==> config.mk <==
export PLATFORM = sky130hd
export DESIGN_NAME = sprite_pos_unit
export DESIGN_NICKNAME = d
export VERILOG_FILES = /design/src/rtl/sprite_pos_pkg.sv /design/src/rtl/sprite_pos_counter.sv /design/src/rtl/sprite_copy_decode.sv /design/src/rtl/sprite_scan.sv /design/src/rtl/sprite_gfx_buf.sv /design/src/rtl/sprite_pos_unit.sv
export SDC_FILE = /design/constraint.sdc
export NUM_CORES = 1
export LEC_CHECK = 0
export ABC_AREA = 1
export BUFFER_PORTS_ARGS = -buffer_cell sky130_fd_sc_hd__buf_2
export CAP_MARGIN = 20
export CORE_MARGIN = 1
export CORE_UTILIZATION = 50
export CTS_BUF_LIST = sky130_fd_sc_hd__clkbuf_2
export DETAILED_ROUTE_END_ITERATION = 7
export PLACE_DENSITY = 0.72
export SLEW_MARGIN = 0
export SYNTH_ARGS = -nofsm -noshare
export SYNTH_HDL_FRONTEND = slang
export SYNTH_SLANG_ARGS = --single-unit
==> constraint.sdc <==
create_clock -name clk -period 1.57 [get_ports clk]
set_input_delay 0.314 -clock clk [delete_from_list [all_inputs] [get_ports clk]]
set_output_delay 0.314 -clock clk [all_outputs]
set_load 0.03 [all_outputs]
==> src/rtl/sprite_pos_pkg.sv <==
`timescale 1ns/1ps
// Shared definitions for the sprite position unit: counter width, the
// feedback step of the position counter and the copy-mode decode.
// Assumes the counter state that counts as 0 is all zeros.
package sprite_pos_pkg;

    localparam int LFSR_W = 6;

    typedef enum logic [1:0] {
        WID_X1  = 2'd0,
        WID_X2  = 2'd1,
        WID_X4  = 2'd2,
        WID_X4B = 2'd3
    } width_e;

    // One step of the XNOR-feedback shift sequence.
    function automatic logic [LFSR_W-1:0] lfsr_step(input logic [LFSR_W-1:0] s);
        return {~(s[0] ^ s[1]), s[LFSR_W-1:1]};
    endfunction

    // Counter state reached after n steps from the all-zero state.
    function automatic logic [LFSR_W-1:0] lfsr_at(input int n);
        logic [LFSR_W-1:0] s;
        s = '0;
        for (int i = 0; i < n; i++) s = lfsr_step(s);
        return s;
    endfunction

    // Extra copies enabled by a mode, as {far, medium, close}.
    function automatic logic [2:0] copy_enables(input logic [2:0] mode);
        logic [2:0] en;
        en[0] = (mode == 3'b001) || (mode == 3'b011);
        en[1] = (mode == 3'b011) || (mode == 3'b010) || (mode == 3'b110);
        en[2] = (mode == 3'b100) || (mode == 3'b110);
        return en;
    endfunction

endpackage

==> src/rtl/sprite_pos_counter.sv <==
`timescale 1ns/1ps
// Position counter: a 2-bit phase divider and a feedback shift counter
// that steps on every fourth motion tick and wraps after PERIOD counts.
// Assumes tick already merges the visible-area and stuffed pulses.
module sprite_pos_counter
    import sprite_pos_pkg::*;
#(
    parameter int PERIOD = 40
) (
    input  logic              clk,
    input  logic              rst_n,
    input  logic              tick,
    input  logic              pos_clr,
    output logic [1:0]        phase,
    output logic [LFSR_W-1:0] state
);
    localparam logic [LFSR_W-1:0] WRAP_ST = lfsr_at(PERIOD - 1);
    localparam logic [LFSR_W-1:0] BAD_ST  = '1;

    logic [LFSR_W-1:0] next_st;

    // Next count: wrap at the last count, escape the lock-up state.
    always_comb begin
        if (state == WRAP_ST || state == BAD_ST) next_st = '0;
        else                                     next_st = lfsr_step(state);
    end

    // Phase advances per tick; the counter steps when phase leaves 3.
    always_ff @(posedge clk) begin
        if (!rst_n || pos_clr) begin
            phase <= 2'd0;
            state <= '0;
        end else if (tick) begin
            phase <= phase + 2'd1;
            if (phase == 2'd3) state <= next_st;
        end
    end
endmodule

==> src/rtl/sprite_copy_decode.sv <==
`timescale 1ns/1ps
// Launch decode: compares the counter against the main and the three
// optional copy positions on phase 2 and latches a launch for one tick.
// Assumes a position clear also drops any pending launch.
module sprite_copy_decode
    import sprite_pos_pkg::*;
#(
    parameter int PERIOD   = 40,
    parameter int CLOSE_AT = 3,
    parameter int MED_AT   = 7,
    parameter int FAR_AT   = 15
) (
    input  logic              clk,
    input  logic              rst_n,
    input  logic              tick,
    input  logic              pos_clr,
    input  logic [1:0]        phase,
    input  logic [LFSR_W-1:0] state,
    input  logic [2:0]        copy_mode,
    output logic              launch
);
    localparam logic [LFSR_W-1:0] MAIN_ST = lfsr_at(PERIOD - 1);

    function automatic int copy_pos(input int g);
        case (g)
            0:       return CLOSE_AT;
            1:       return MED_AT;
            default: return FAR_AT;
        endcase
    endfunction

    logic [2:0] en;
    logic [2:0] copy_hit;
    logic       hit;

    assign en = copy_enables(copy_mode);

    // One comparator per optional copy.
    for (genvar g = 0; g < 3; g++) begin : g_copy
        localparam logic [LFSR_W-1:0] COPY_ST = lfsr_at(copy_pos(g));
        assign copy_hit[g] = en[g] && (state == COPY_ST);
    end

    // Decode is qualified by phase 2 so the launch lands on phase 3.
    always_comb hit = (phase == 2'd2) && ((state == MAIN_ST) || (|copy_hit));

    // Launch latch, updated on ticks only.
    always_ff @(posedge clk) begin
        if (!rst_n || pos_clr) launch <= 1'b0;
        else if (tick)         launch <= hit;
    end
endmodule

==> src/rtl/sprite_scan.sv <==
`timescale 1ns/1ps
// Scan counter: binary bit address that runs once through the sprite
// after a launch, stretched to 1, 2 or 4 ticks per bit.
// Assumes a launch while running is ignored; only rst_n clears it.
module sprite_scan
    import sprite_pos_pkg::*;
#(
    parameter int ADDR_W = 3
) (
    input  logic              clk,
    input  logic              rst_n,
    input  logic              tick,
    input  logic              launch,
    input  logic [1:0]        phase,
    input  logic [1:0]        width_sel,
    output logic              scan_on,
    output logic [ADDR_W-1:0] addr
);
    localparam logic [ADDR_W-1:0] LAST = '1;

    logic adv;

    // Stretch gate: every tick, odd phases, or phase 3 only.
    always_comb begin
        case (width_e'(width_sel))
            WID_X1:  adv = 1'b1;
            WID_X2:  adv = phase[0];
            default: adv = (phase == 2'd3);
        endcase
    end

    // Run through all bits once; stop when the last bit is passed.
    always_ff @(posedge clk) begin
        if (!rst_n) begin
            scan_on <= 1'b0;
            addr    <= '0;
        end else if (tick) begin
            if (scan_on) begin
                if (adv) begin
                    addr <= addr + 1'b1;
                    if (addr == LAST) scan_on <= 1'b0;
                end
            end else if (launch) begin
                scan_on <= 1'b1;
            end
        end
    end
endmodule

==> src/rtl/sprite_gfx_buf.sv <==
`timescale 1ns/1ps
// Graphics store: current and delayed bytes, delay select and mirror
// select, producing the pixel bit for the scan address.
// Assumes the scan address is held at zero while no copy is drawn.
module sprite_gfx_buf #(
    parameter int GFX_W  = 8,
    parameter int ADDR_W = 3
) (
    input  logic              clk,
    input  logic              rst_n,
    input  logic              wr_own,
    input  logic              wr_partner,
    input  logic [GFX_W-1:0]  wdata,
    input  logic              vdelay,
    input  logic              mirror,
    input  logic              scan_on,
    input  logic [ADDR_W-1:0] addr,
    output logic [GFX_W-1:0]  cur_q,
    output logic [GFX_W-1:0]  dly_q,
    output logic              pix
);
    localparam logic [ADDR_W-1:0] LAST = ADDR_W'(GFX_W - 1);

    logic [GFX_W-1:0]  shown;
    logic [ADDR_W-1:0] idx;

    // Current byte takes writes; delayed byte takes the partner copy.
    always_ff @(posedge clk) begin
        if (!rst_n) begin
            cur_q <= '0;
            dly_q <= '0;
        end else begin
            if (wr_own)     cur_q <= wdata;
            if (wr_partner) dly_q <= cur_q;
        end
    end

    // Select byte and bit order, gated by an active scan.
    always_comb begin
        shown = vdelay ? dly_q : cur_q;
        idx   = mirror ? addr : (LAST - addr);
        pix   = scan_on && shown[idx];
    end
endmodule

==> src/rtl/sprite_pos_unit.sv <==
`timescale 1ns/1ps
// Movable sprite position and scan unit: merges motion and stuffed
// ticks, runs the position counter, decodes copy launches, scans the
// graphics and outputs the pixel enable.
// Assumes all inputs are synchronous to the pixel clock.
module sprite_pos_unit
    import sprite_pos_pkg::*;
#(
    parameter int GFX_W    = 8,
    parameter int PERIOD   = 40,
    parameter int CLOSE_AT = 3,
    parameter int MED_AT   = 7,
    parameter int FAR_AT   = 15
) (
    input  logic             clk,
    input  logic             rst_n,
    input  logic             motion_en,
    input  logic             stuff_pulse,
    input  logic             pos_reset,
    input  logic [2:0]       copy_mode,
    input  logic [1:0]       width_sel,
    input  logic             mirror,
    input  logic             vdelay,
    input  logic             gfx_wr,
    input  logic             partner_wr,
    input  logic [GFX_W-1:0] gfx_data,
    output logic             pix_en
);
    localparam int ADDR_W = $clog2(GFX_W);

    logic              tick;
    logic [1:0]        phase;
    logic [LFSR_W-1:0] pstate;
    logic              launch;
    logic              scan_on;
    logic [ADDR_W-1:0] scan_addr;
    logic [GFX_W-1:0]  cur_q;
    logic [GFX_W-1:0]  dly_q;

    // Any motion source advances the object by one tick.
    assign tick = motion_en || stuff_pulse;

    sprite_pos_counter #(.PERIOD(PERIOD)) u_cnt (
        .clk(clk), .rst_n(rst_n), .tick(tick), .pos_clr(pos_reset),
        .phase(phase), .state(pstate)
    );

    sprite_copy_decode #(
        .PERIOD(PERIOD), .CLOSE_AT(CLOSE_AT), .MED_AT(MED_AT), .FAR_AT(FAR_AT)
    ) u_dec (
        .clk(clk), .rst_n(rst_n), .tick(tick), .pos_clr(pos_reset),
        .phase(phase), .state(pstate), .copy_mode(copy_mode), .launch(launch)
    );

    sprite_scan #(.ADDR_W(ADDR_W)) u_scan (
        .clk(clk), .rst_n(rst_n), .tick(tick), .launch(launch),
        .phase(phase), .width_sel(width_sel),
        .scan_on(scan_on), .addr(scan_addr)
    );

    sprite_gfx_buf #(.GFX_W(GFX_W), .ADDR_W(ADDR_W)) u_gfx (
        .clk(clk), .rst_n(rst_n), .wr_own(gfx_wr), .wr_partner(partner_wr),
        .wdata(gfx_data), .vdelay(vdelay), .mirror(mirror),
        .scan_on(scan_on), .addr(scan_addr),
        .cur_q(cur_q), .dly_q(dly_q), .pix(pix_en)
    );
endmodule

==> impl_metrics.ini <==
[timing]
holdWs_ns = 0.234
timing.final.crit_share_pct = 117
fin_crit_ns = 1.84
setup_viol = 1
fmax_ghz = 0.543
timing_worst_slew_pin_value_ns = 0.481
setup_ws_ns = -0.273
clock_skew_ns = 0.00410
final_max_slew_viol_count = 0
relSlewSlack_pct = 67.8
rsz0062_at_grt = true
tns_ns = -0.273
hold_viol = 0

[detailed_routing]
dr_total_vias = 1368
wire_per_inst_um = 10.2
initialDrtViolationCount = 41
wl_um = 2710
dr.pass1.iters = 4
vias_per_cell = 5.14
drc = 0
final_antenna_net_count = 0

[power]
irDropWorstVdd_uv = 692
p_total_mw = 1.30
p_per_area_nw_per_um2 = 761
leakagePower_nw = 0.741

[logic_synthesis]
synthCells = 208
ys_warn_count = 0
netlist_area_um2 = 1470
synth_seq_area_share_pct = 39.5
synth_seq_cells = 29
avgSynthCellArea_um2 = 7.07
synth_cell_types = 23
syn_nets = 237

[cells_and_area]
final_cell_mix = 36 x o21ai_0, 34 x nand2_1, 30 x a21oi_1
nNetsFinal = 263
diodes = 0
fill_cells = 282
final_common_cell = o21ai_0
drive_gt1_share_pct = 17.9
syn2layout_area_growth_pct = 15.8

[critical_path]
crit_path_top_delay_cell = dfxtp_4
critPathKind = reg -> out
cp-end-kind = output port
reg2reg_from = u_cnt.phase[0]$_SDFFE_PP0N_
timing.rr.end = u_scan.addr[1]$_SDFFE_PN0P_
rrSetupSlack_ns = 0.22
rr_worst_depth = 6
crit_fanout = 4
cp_top_family = flip-flops
path_buf_inv = 1
cp.required_ns = 1.26
arrival_ns = 1.53
cp_cell_sequence = xor2_4 > nand2_1 > nand2_1 > nand2_1 > nand3_2 > nand2_2 > nor2_2 > buf_6
cp_common_cell = nand2_1
slowest_delay_ns = 0.43
start_kind = flip-flop

[cts]
insertion_delay_ns = 0.35
cts.path.max_buffers = 2
cts_sinks = 29
cts_tree = yes
path_clk_slew_ns = 0.14
cts_buffers = 5
post_cts_buffers = 0
root_buffer = clkbuf_2
h-tree-depth = 2
holdBufCountCts = 0

[die]
die_h_um = 56.2
rows = 19
die-area_um2 = 3160
die_w_um = 56.2
ios = 23
core_area_um2 = 2780
start_util_pct = 52.9

[global_routing]
grt_max_degree = 21
grt_use_total_pct = 19.4
antenna_found_initial = 0
grt_pass1_vias = 1244
grt-ovfl-total = 0
grt_pass1_wl_um = 4780

[place]
numPortBuffers = 22
hpwlAfterDp_um = 1970
gp_congestion = 0.786

[flow_run]
maxCapViolCount = 0

[outcome]
violations = negative setup slack
status = finished with violations

[hold_path]
holdPathEnd = u_gfx.cur_q[6]$_SDFFE_PN0P_
min_from = gfx_data[6]
hold_path.class = in -> reg
holdPathStages = 3
worst max path at each step:
stage	endpoint	slack (ns)	cells after the start	startpoint
2_1_floorplan	pix_en	0.05	7	u_scan.addr[0]$_SDFFE_PN0P_
3_3_place_gp	pix_en	-0.11	9	mirror
3_5_place_dp	pix_en	-0.11	9	mirror
4_1_cts	pix_en	-0.31	8	u_scan.addr[0]$_SDFFE_PN0P_
5_1_grt	pix_en	-0.43	8	u_scan.addr[0]$_SDFFE_PN0P_
6_report	pix_en	-0.27	8	u_scan.addr[0]$_SDFFE_PN0P_
cells by family (layout without fill, tap and decap cells):
logic type	count (synthesis)	in the layout	synth area share, %
AO/OA/AOI/OAI	68	68	23.1
AND/OR/NAND/NOR	64	64	18.9
buffers and inverters	36	63	9.62
flip-flops	29	29	39.5
adder cells (fa/ha/maj)	7	7	5.96
XOR/XNOR	4	4	2.89
report_power, final:
part | internal, mW | leakage, nW | switching (mW) | total (mW)
combinational | 0.0701 | 0.475 | 0.0961 | 0.166
clock | 0.0972 | 0.0278 | 0.253 | 0.350
sequential | 0.766 | 0.239 | 0.0133 | 0.779
total | 0.933 | 0.741 | 0.362 | 1.30
registers in the layout, summed over array words and instances (netlist names):
register	count
u_cnt.phase	2
u_cnt.state	6
u_dec.launch	1
u_gfx.cur_q	8
u_gfx.dly_q	8
u_scan.addr	3
u_scan.scan_on	1
layout make-up:
type	instances	area [um^2]	area share [%]
Clock buffer	5	25.0	1.47
Clock inverter	3	12.5	0.735
Inverter	28	105	6.17
Multi-Input combinational cell	143	783	46.0
Sequential cell	29	584	34.3
Tap cell	31	38.8	2.28
Timing Repair Buffer	27	154	9.04
per-layer routing:
| layer | part of all wire, % | wire length (um) | track usage, % |
|---|---|---|---|
| met5 | 0 | 0 | 0 |
| met2 | 47 | 1280 | 34.5 |
| met4 | 2.1 | 57 | 10.5 |
| met3 | 3.9 | 106 | 4.88 |
| met1 | 47 | 1270 | 20.9 |
per-stage QoR:
stage	area, um^2	worst slack, ns	instances	util, %
global placement	1620	-0.108	258	58.3
global route	1700	-0.427	266	61.2
floorplan	1470	0.0507	208	-
finish	1700	-0.273	266	61.2
detailed placement	1620	-0.107	258	58.3
CTS	1700	-0.311	266	61.1
cells in the mapped netlist:
library cell	instances	share of area, %
nand3b_1	1	0.51
xor2_2	1	1.1
xor2_1	1	0.60
nand4_1	3	1.3
or2_2	1	0.43
o21ai_0	36	12
a21oi_1	30	10
nand2_1	35	8.9
nand3_1	10	3.4
o21ai_1	2	0.68
nor2_1	11	2.8
buf_4	1	0.51
buf_2	2	0.68
buf_1	1	0.26
xnor2_1	2	1.2
nand3_2	1	0.68
inv_2	1	0.26
clkbuf_1	4	1.0
nor2_2	1	0.43
ha_1	7	6.0
inv_1	27	6.9
dfxtp_1	29	39
or2_1	1	0.43
repair_timing:
action	4_1_cts	5_1_grt
gates cloned	0	0
endpoints found under the setup margin	1	1
gates resized for setup	7	1
pin swaps	2	3
worst reg2reg max path, stage by stage (launching register included):
cell and delay (ns):
dfxtp_1 0.43, ha_1 0.17, inv_1 0.05, nand2_1 0.05
nand4_1 0.25, o21ai_0 0.24, a21oi_1 0.06
Note: power is estimated with default switching activity, not from simulation.
